File: config.mk
export PLATFORM = sky130hd
export DESIGN_NAME = cop_watchdog
export DESIGN_NICKNAME = d
export VERILOG_FILES = /design/src/rtl/cop_watchdog.sv
export SDC_FILE = /design/constraint.sdc
export NUM_CORES = 1
export LEC_CHECK = 0
export BUFFER_PORTS_ARGS = -buffer_cell sky130_fd_sc_hd__buf_2
export CORE_MARGIN = 10
export CORE_UTILIZATION = 40
export CTS_BUF_LIST = sky130_fd_sc_hd__clkbuf_2 sky130_fd_sc_hd__clkbuf_4 sky130_fd_sc_hd__clkbuf_8
export DETAILED_ROUTE_END_ITERATION = 10
export MAX_ROUTING_LAYER = met4
export PLACE_DENSITY = 0.66
export SLEW_MARGIN = 20
export SYNTH_ARGS = -nofsm -noshare
export SYNTH_HDL_FRONTEND = slang
export SYNTH_SLANG_ARGS = --single-unit
export TNS_END_PERCENT = 100
File: constraint.sdc
create_clock -name clk -period 2.3 [get_ports clk]
set_clock_uncertainty 0.1 [all_clocks]
set_input_delay 0.23 -clock clk [delete_from_list [all_inputs] [get_ports clk]]
set_output_delay 0.23 -clock clk [all_outputs]
set_load 0.01 [all_outputs]
File: src/rtl/cop_watchdog.sv
module cop_watchdog #(
  parameter int ADDR_W = 16,
  parameter logic [ADDR_W-1:0] SVC_ADDR = '1,
  parameter int SHORT_EXP = 13,
  parameter int LONG_EXP = 18,
  parameter int GUARD_EXP = 4
) (
  input  logic              clk,
  input  logic              rst_n,
  input  logic              por_n,
  input  logic              cfg_fast,
  input  logic              cfg_off,
  input  logic              mon_hv,
  input  logic              mon_blank_entry,
  input  logic [ADDR_W-1:0] bus_addr,
  input  logic              bus_wr,
  input  logic              bus_rd,
  input  logic [7:0]        vec_lo,
  output logic [7:0]        bus_rdata,
  output logic              wdog_rst
);
  localparam int CW = LONG_EXP + 1;
  localparam logic [CW-1:0] TERM_S = CW'((1 << SHORT_EXP) - (1 << GUARD_EXP));
  localparam logic [CW-1:0] TERM_L = CW'((1 << LONG_EXP) - (1 << GUARD_EXP));

  logic [CW-1:0] cnt;
  logic          blank_lock;

  wire           hit    = (bus_addr == SVC_ADDR);
  wire           active = !cfg_off && !mon_hv && !blank_lock;
  wire           svc    = bus_wr && hit;
  wire [CW-1:0]  last   = cfg_fast ? TERM_S - 1'b1 : TERM_L - 1'b1;
  wire           expire = active && !svc && (cnt >= last);

  assign bus_rdata = (bus_rd && hit) ? vec_lo : 8'h00;

  always_ff @(posedge clk or negedge por_n)
    if (!por_n)               blank_lock <= 1'b0;
    else if (mon_blank_entry) blank_lock <= 1'b1;

  always_ff @(posedge clk or negedge rst_n)
    if (!rst_n) begin
      cnt      <= '0;
      wdog_rst <= 1'b0;
    end else begin
      wdog_rst <= expire;
      if (!active || svc || expire) cnt <= '0;
      else                          cnt <= cnt + 1'b1;
    end
endmodule

# After elaboration in Yosys (flattened, before gate mapping)

Index checks and enable logic that the tools add are counted.

Register bits after elaboration: 21

Equal/unequal tests: 1
Reductions and logical operators: 13
$add $sub $neg: 1
Order comparisons: 1
Mux-type cells: 3

Operators by type and width:

| cell                  | count |
|---|---|
| $add 19x1->19 const B | 1 |
| $ge 19x18->1          | 1 |
| $mux 19               | 1 |
| $mux 18               | 1 |
| $eq 16x16->1 const B  | 1 |
| $mux 8                | 1 |
| $logic_and 1x1->1     | 6 |
| $logic_not 1->1       | 5 |
| $logic_or 1x1->1      | 2 |

# Longest topological paths before layout

Gate-level depths: netlist (run 1).

Depth after elaboration: 7
Depth in mapped cells: 6
Mapped depth without buffers: 5

# Least setup slack after synthesis (run 1)

OpenSTA, ideal clock, no wires.

Kind: register to register
Start point: reg cnt[13]
End point: reg wdog_rst
Arrival: 1.548 ns
Data required time: 2.127 ns
Buffers on the path: 1
Cell stages (with the launch flop): 7
Setup slack: 0.579 ns
Clock period less this slack: 1.721 ns
Cell sequence: dfrtp_1 ha_1 and4_1 nand4_1 o31ai_1 buf_2 nor2b_1

Longest elaborated chain between the ends: 2

Ends and longest elaborated chain:

| element                | RTL line | source |
|---|---|---|
| from (decl)            | 26       | `logic [CW-1:0] cnt;` |
| from (signal assigned) | 48       | `else cnt <= cnt + 1'b1;` |
| $ge 19x18->1           | 33       | `wire expire = active && !svc && (cnt >= last);` |
| $logic_and 1x1->1      | 33       |  |
| net expire             | 33       |  |
| to (signal assigned)   | 46       | `wdog_rst <= expire;` |
| to (decl)              | 20       | `output logic wdog_rst` |

The timed path passes the listed nets, and every way through them passes these cells.
A chain may end at the register's enable or synchronous reset.

# Worst setup path after layout (run 1)

Ends and elaborated chain as after synthesis.

==> results_dict.tcl, run 1 <==
set metrics [dict create \
    htreeDepth 1 \
    synth_edf_count 0 \
    wl_met1_um 1330 \
    first_pass_iters 4 \
    syn_nets 166 \
    synth_area_leaders "dfrtp_1 (41%), ha_1 (5.9%), xor2_1 (5.5%), nor3_1 (4.7%), and3_1 (4.4%)" \
    worst_path_dominant_cell_family "flip-flops" \
    dpl.cell_count 208 \
    drt_drc_violations_left 0 \
    yosysUniqueCellTypes 31 \
    layout_min_cycle_time_ns 1.84 \
    clock_latency_ns 0.31 \
    ys_top_cells_by_count "dfrtp_1 (21), nor3_1 (12), and3_1 (9)" \
    grt_antenna_before_repair 0 \
    r2r_slack_ns 0.46 \
    io_buffers 41 \
    status "finished clean" \
    rsz0062_at_grt "false" \
    grt_pass1_wl_um 5460 \
    clk_path_buf_depth 2 \
    synthFlopType "dfrtp_1" \
    clock-root-buffer "clkbuf_4" \
    viasPerCell 5.18 \
    vdd_drop_max_uv 324 \
    leakage_nw 0.742 \
    topRoutingLayerUsed "met4" \
    pin_count 42 \
    slew_headroom 0.580 \
    nets 211 \
    crit_path_end_kind "flip-flop" \
    reg2reg_from "cnt[13]$_DFF_PN0_" \
    arrival_ns 1.99 \
    drv_cap 0 \
    fin_crit_sh 0.802 \
    cts_tree "yes" \
    cts_buffers 3 \
    fin_tns_setup_ns 0 \
    postCtsHoldBufs 3 \
    max_stage_delay_ns 0.45 \
    setup_viol 0 \
    syn_inst 127 \
    synth_most_common_cell "dfrtp_1" \
    post-place-ws_ns 0.456 \
    syn_area_um2 1280 \
    min_path_type "input pin to async pin" \
    dr_wl_met3_um 71 \
    final_cells 215 \
    layout-drive-gt1-share 0.351 \
    yosysTopAreaCellShare 0.411 \
    clock_sinks 21 \
    max_freq_ghz 0.542 \
    gr-total-overflow 0 \
    yosysTopAreaCell "dfrtp_1" \
    worst_setup_path_start_kind "flip-flop" \
    finalMaxSlewViolations 0 \
    grt_max_degree 21 \
    worstSetupPathType "flip-flop to flip-flop" \
    ys_warn_count 0 \
    ant_nets 0 \
    critPathBufInv 1 \
    cp_max_fo 11 \
    diodes 0 \
    clk_pin_slew_ns 0.12 \
    die_area_um2 5860 \
    syn_area_per_cell_um2 10.1 \
    die_w_um 76.5 \
    cp.required_ns 2.45 \
    reg2reg_depth 6 \
    path_cells "ha_1 > and4_1 > nand4_1 > o31ai_2 > buf_4 > nor2b_1" \
    place.gp.congestion 0.782 \
    cts-resized-gates 0 \
    setup_ws_ns 0.457 \
    synth_seq_cells 21 \
    die_h_um 76.5 \
    area_growth_pct 24.1 \
    grt_pass1_vias 1178 \
    drt_iter0_markers 31 \
    power_w 0.000605 \
    reg2reg_to "wdog_rst$_DFF_PN0_" \
    p_per_area_nw_per_um2 382 \
    ys_seq_area_frac 0.411 \
    dp_hpwl_um 2540 \
    critPathSlowestCell "dfrtp_1" \
    num_vias 1113 \
    track_usage 0.113 \
    cts_setup_buffers 0 \
    core_um2 3050 \
    totalWireLength_um 3180 \
    hold_viol_final 0 \
    initial_core_util 0.419 \
    rows 20 \
    wl_met2_um 1740 \
    worstMarginPinSlew_ns 0.625 \
    synthArstFlopShare 1.00 \
    wl_per_cell_um 14.8 \
]
cells by family after synthesis:
logic type               share of synthesized area
AND/OR/NAND/NOR                              0.289
AO/OA/AOI/OAI                                0.130
flip-flops                                   0.411
buffers and inverters                       0.0430
XOR/XNOR                                    0.0685
adder cells (fa/ha/maj)                     0.0587
layer usage:
metal | track usage | vias up
li1 | - | 572
met1 | 0.117 | 527
met2 | 0.207 | 8
met3 | 0.0307 | 6
met4 | 0.0279 | 0
met5 | - | -
sequential cells by signal (all words and copies together) (netlist names):
signal / cells
cnt: 19
blank_lock: 1
wdog_rst: 1
per-stage QoR:
| step | utilization | hold WS (ns) | area (µm²) |
|---|---|---|---|
| floorplan | - | -0.166 | 1280 |
| global placement | 0.500 | -0.0940 | 1530 |
| detailed placement | 0.500 | -0.0943 | 1530 |
| CTS | 0.520 | 0.109 | 1590 |
| global route | 0.520 | 0.0998 | 1590 |
| finish | 0.520 | 0.131 | 1590 |
area by class of cell:
cell class                 count  area (µm²)
clock buffer                   4        30.0
fill                         303        1470
inverter                       4        15.0
multi-input combinational     95         703
sequential                    21         526
tap                           44        55.1
timing repair buffer          47         258
layout by cell type, fill, tap and decap left out:
cell type,instances
inv_1,4
ha_1,6
buf_4,3
a21o_2,1
nor2_1,1
o21ai_0,6
a211oi_2,4
and3_1,9
nand4_4,1
nor2b_1,1
o31ai_2,1
a21oi_1,2
or4_4,1
a2111o_1,1
or2_2,1
o221a_2,1
nand4_1,8
a211oi_1,3
dfrtp_1,21
xor2_1,8
nand2_1,4
dlygate4sd3_1,3
or3_1,6
nor3_1,12
o31ai_1,2
nand4_2,1
nand3_1,7
nor4_2,1
buf_2,41
xnor2_1,2
and4_1,4
and2_1,1
clkbuf_4,4
where the power goes:
part | internal, W | switching (W) | leakage, nW | total, W
logic | 0.0000251 | 0.0000206 | 0.436 | 0.0000457
registers | 0.000369 | 0.0000000000000000000321 | 0.288 | 0.000369
clock network | 0.0000795 | 0.000111 | 0.0184 | 0.000191
total | 0.000474 | 0.000132 | 0.742 | 0.000605
worst reg2reg max path, delay by kind of cell, from the launching register on:
kind                     cells  cell delay [ns]
AO/OA/AOI/OAI                1             0.27
adder cells (fa/ha/maj)      1             0.30
buffers and inverters        1             0.23
flip-flops                   1             0.45
AND/OR/NAND/NOR              3             0.44
worst max-delay path by stage:
stage | startpoint | end | slack (ns) | cells past startpoint
2_1_floorplan | cnt[13]$_DFF_PN0_ | wdog_rst$_DFF_PN0_ | 0.58 | 6
6_report | cnt[13]$_DFF_PN0_ | wdog_rst$_DFF_PN0_ | 0.46 | 6
4_1_cts | cnt[13]$_DFF_PN0_ | wdog_rst$_DFF_PN0_ | 0.44 | 6
3_5_place_dp | bus_addr[5] | cnt[7]$_DFF_PN0_ | 0.46 | 6
3_3_place_gp | cnt[2]$_DFF_PN0_ | cnt[18]$_DFF_PN0_ | 0.52 | 4
5_1_grt | cnt[13]$_DFF_PN0_ | wdog_rst$_DFF_PN0_ | 0.29 | 6
(Power assumes the default switching activity.)
==> run 2: changes to the inputs <==
--- a/config.mk
+++ b/config.mk
@@ -5,13 +5,13 @@
 export SDC_FILE = /design/constraint.sdc
 export NUM_CORES = 1
 export LEC_CHECK = 0
+export ABC_AREA = 1
 export BUFFER_PORTS_ARGS = -buffer_cell sky130_fd_sc_hd__buf_2
 export CORE_MARGIN = 10
 export CORE_UTILIZATION = 40
 export CTS_BUF_LIST = sky130_fd_sc_hd__clkbuf_2 sky130_fd_sc_hd__clkbuf_4 sky130_fd_sc_hd__clkbuf_8
 export DETAILED_ROUTE_END_ITERATION = 10
 export MAX_ROUTING_LAYER = met4
-export PLACE_DENSITY = 0.66
 export SLEW_MARGIN = 20
 export SYNTH_ARGS = -nofsm -noshare
 export SYNTH_HDL_FRONTEND = slang
==> constraint.sdc (replaced) <==
create_clock -name clk -period 1.9 [get_ports clk]
set_clock_uncertainty 0.1 [all_clocks]
set_input_delay 0.19 -clock clk [delete_from_list [all_inputs] [get_ports clk]]
set_output_delay 0.19 -clock clk [all_outputs]
set_load 0.01 [all_outputs]
==> run 2 against run 1 <==
Critical endpoint is now cnt[13]$_DFF_PN0_. Maximum frequency shrank 0.79%. Non-clock buffer count rose by 1. First-iteration DRC count rose by 100%. Flip-flop and latch count did not move. Wire length is 20% higher. Design area is 20% higher. Synthesized cell count up 60%. Die area is 7.9% higher. Utilization is 4.2 points higher. Sequential power increased by 21%. Via count grew 23%. Largest cell class unchanged. Global-route usage up 0.28 points.
==> results_dict.tcl, run 2 <==
set metrics [dict create \
    syn_inst 203 \
    layout_min_cycle_time_ns 1.86 \
    power_w 0.000753 \
    synth_seq_cells 21 \
    max_freq_ghz 0.538 \
    synth_edf_count 0 \
    clk_path_buf_depth 2 \
    clock-root-buffer "clkbuf_4" \
    post-place-ws_ns 0.0988 \
    grt_max_degree 21 \
    path_cells "ha_4 > nand2_2 > inv_1 > nand2_2 > nor2_1 > nor2_1 > nand2_1 > nor2_4 > nand2_4 > nor2_2" \
    ys_top_cells_by_count "nor2_1 (53), nand2_1 (48), inv_1 (27)" \
    setup_ws_ns 0.0419 \
    power_switching_w 0.000170 \
    fin_crit_sh 0.978 \
    area_growth_pct 34.4 \
    worstMarginPinSlew_ns 0.675 \
    cell_internal_pwr_w 0.000582 \
    synthFlopType "dfrtp_1" \
    worst_setup_path_start_kind "flip-flop" \
    leakage_nw 0.897 \
    crit_path_end_kind "flip-flop" \
    grt_pass1_wl_um 5850 \
    largest_reg_flops 19 \
    ys_seq_area_frac 0.371 \
    slew_headroom 0.547 \
    ys_warn_count 0 \
    yosysTopAreaCellShare 0.371 \
    yosysTopAreaCell "dfrtp_1" \
    viasPerCell 4.52 \
    arrival_ns 2.00 \
    drv_cap 0 \
    syn_nets 242 \
    gr-total-overflow 0 \
    min_path_type "input pin to async pin" \
    dp_hpwl_um 2780 \
    grt_antenna_before_repair 0 \
    finalMaxSlewViolations 0 \
    rsz0062_at_grt "true" \
    cp_max_fo 5 \
    reg_top3 "cnt (19), blank_lock (1), wdog_rst (1)" \
    first_pass_iters 5 \
    drt_drc_violations_left 0 \
    rows 21 \
    clk_pin_slew_ns 0.12 \
    top_register "cnt" \
    r2r_slack_ns 0.04 \
    p_seq_frac 0.594 \
    worstSetupPathType "flip-flop to flip-flop" \
    final_common_cell "nor2_1" \
    status "finished clean" \
    initial_core_util 0.418 \
    synth_area_leaders "dfrtp_1 (37%), nor2_1 (14%), nand2_1 (13%), inv_1 (7.2%), xor2_1 (5.6%)" \
    layout_common_cells "nor2_1 (46), nand2_1 (44), buf_2 (41), inv_1 (25), dfrtp_1 (21)" \
    clkPwrFrac 0.307 \
    diodes 0 \
    syn_area_per_cell_um2 6.98 \
    vdd_drop_max_uv 304 \
    clock_sinks 21 \
    max_stage_delay_ns 0.45 \
    drt_iter0_markers 63 \
    place.gp.congestion 0.850 \
    totalWireLength_um 3820 \
    io_buffers 41 \
    swShare 0.226 \
    core_um2 3390 \
    cp.required_ns 2.04 \
    fin_tns_setup_ns 0 \
    final_area_um2 1900 \
    htreeDepth 1 \
    clock_latency_ns 0.30 \
    p_per_area_nw_per_um2 395 \
    place_area_um2 1680 \
    cts_buffers 3 \
    die_area_um2 6320 \
    grt_pass1_vias 1218 \
    num_vias 1369 \
    nets 297 \
    power.share.combinational 0.099 \
    syn_area_um2 1420 \
    setup_viol 0 \
    critPathSlowestCell "dfrtp_1" \
    ant_nets 0 \
    hold_viol_final 0 \
    layout-drive-gt1-share 0.331 \
    wl_per_cell_um 12.6 \
    yosysUniqueCellTypes 23 \
    synth_most_common_cell "nor2_1" \
    cts_tree "yes" \
    die_h_um 79.5 \
    die_w_um 79.5 \
    synthArstFlopShare 1.00 \
    pin_count 42 \
    track_usage 0.116 \
]
-- run 2: cell types whose count changed in the layout (fill, tap and decap cells not counted), moves of 5 or more --
cell     delta
or3_1       -6
nor2_1     +45
nor3_1      -9
nor2_2      +8
inv_1      +21
nand4_1     -7
nand2_2     +6
and3_1      -9
nand2_1    +40
ha_1        -5
nand3_1     +5
-- run 2: path summary, 6_finish.rpt --
path | start | end | cells after the start
min in group clk | bus_wr | wdog_rst$_DFF_PN0_ | 3
hold / removal | por_n | blank_lock$_DFFE_PN0P_ | 2
setup / recovery | cnt[15]$_DFF_PN0_ | cnt[13]$_DFF_PN0_ | 10
setup reg to reg | cnt[15]$_DFF_PN0_ | cnt[13]$_DFF_PN0_ | 10
hold reg to reg | blank_lock$_DFFE_PN0P_ | blank_lock$_DFFE_PN0P_ | 1
max in group asynchronous | rst_n | cnt[2]$_DFF_PN0_ | 2
-- run 2: repair_timing --
action / in CTS / in global routing
endpoints found under the setup margin: 0 / 19
hold buffers: 3 / 0
gates resized for setup: 0 / 27
buffers inserted: 0 / 3
endpoints found under the hold margin: 22 / 0
-- run 2: final cells by class --
cell class                 count  area, µm²
clock buffer                   4       30.0
fill                         330       1490
inverter                      28        105
tap                           46       57.6
multi-input combinational    156        920
timing repair buffer          48        265
sequential                    21        526
-- run 2: power by group through the flow --
| stage | sequential, W | combinational, W | clock (W) |
|---|---|---|---|
| after global placement | 0.000455 | 0.0000607 | 0 |
| after CTS | 0.000447 | 0.0000665 | 0.000242 |
| after global routing | 0.000447 | 0.0000830 | 0.000262 |
| final | 0.000447 | 0.0000746 | 0.000231 |
| after floorplan | 0.000456 | 0.0000177 | 0 |
| after detailed placement | 0.000455 | 0.0000612 | 0 |
-- run 2: worst max-delay path: cells and delay by family (launching register included) --
kind | cells | cell delay (ns)
simple gates | 8 | 0.97
flops | 1 | 0.45
fa+ha+maj | 1 | 0.24
buf+inv | 1 | 0.04
-- run 2: logic make-up (layout without fill, tap and decap cells) --
group           count (synthesis)  in the layout  share of synthesized area
xor+xnor                       13             13                     0.0804
flops                          21             21                      0.371
fa+ha+maj                       6              6                     0.0530
simple gates                  128            131                      0.386
compound gates                  6              6                     0.0274
buf+inv                        29             80                     0.0822
-- run 2: layer usage --
| metal | part of all wire | GRT usage | wire, µm |
|---|---|---|---|
| met5 | 0 | - | 0 |
| met4 | 0.0055 | 0.0269 | 21 |
| met3 | 0.046 | 0.0270 | 176 |
| met2 | 0.47 | 0.186 | 1810 |
| met1 | 0.48 | 0.144 | 1820 |
-- run 2: through the flow --
stage	utilization	hold slack (ns)	std cells
floorplan	-	-0.206	203
global placement	0.494	-0.135	290
detailed placement	0.494	-0.133	290
CTS	0.512	0.0743	297
global route	0.561	0.0653	303
finish	0.561	0.0916	303
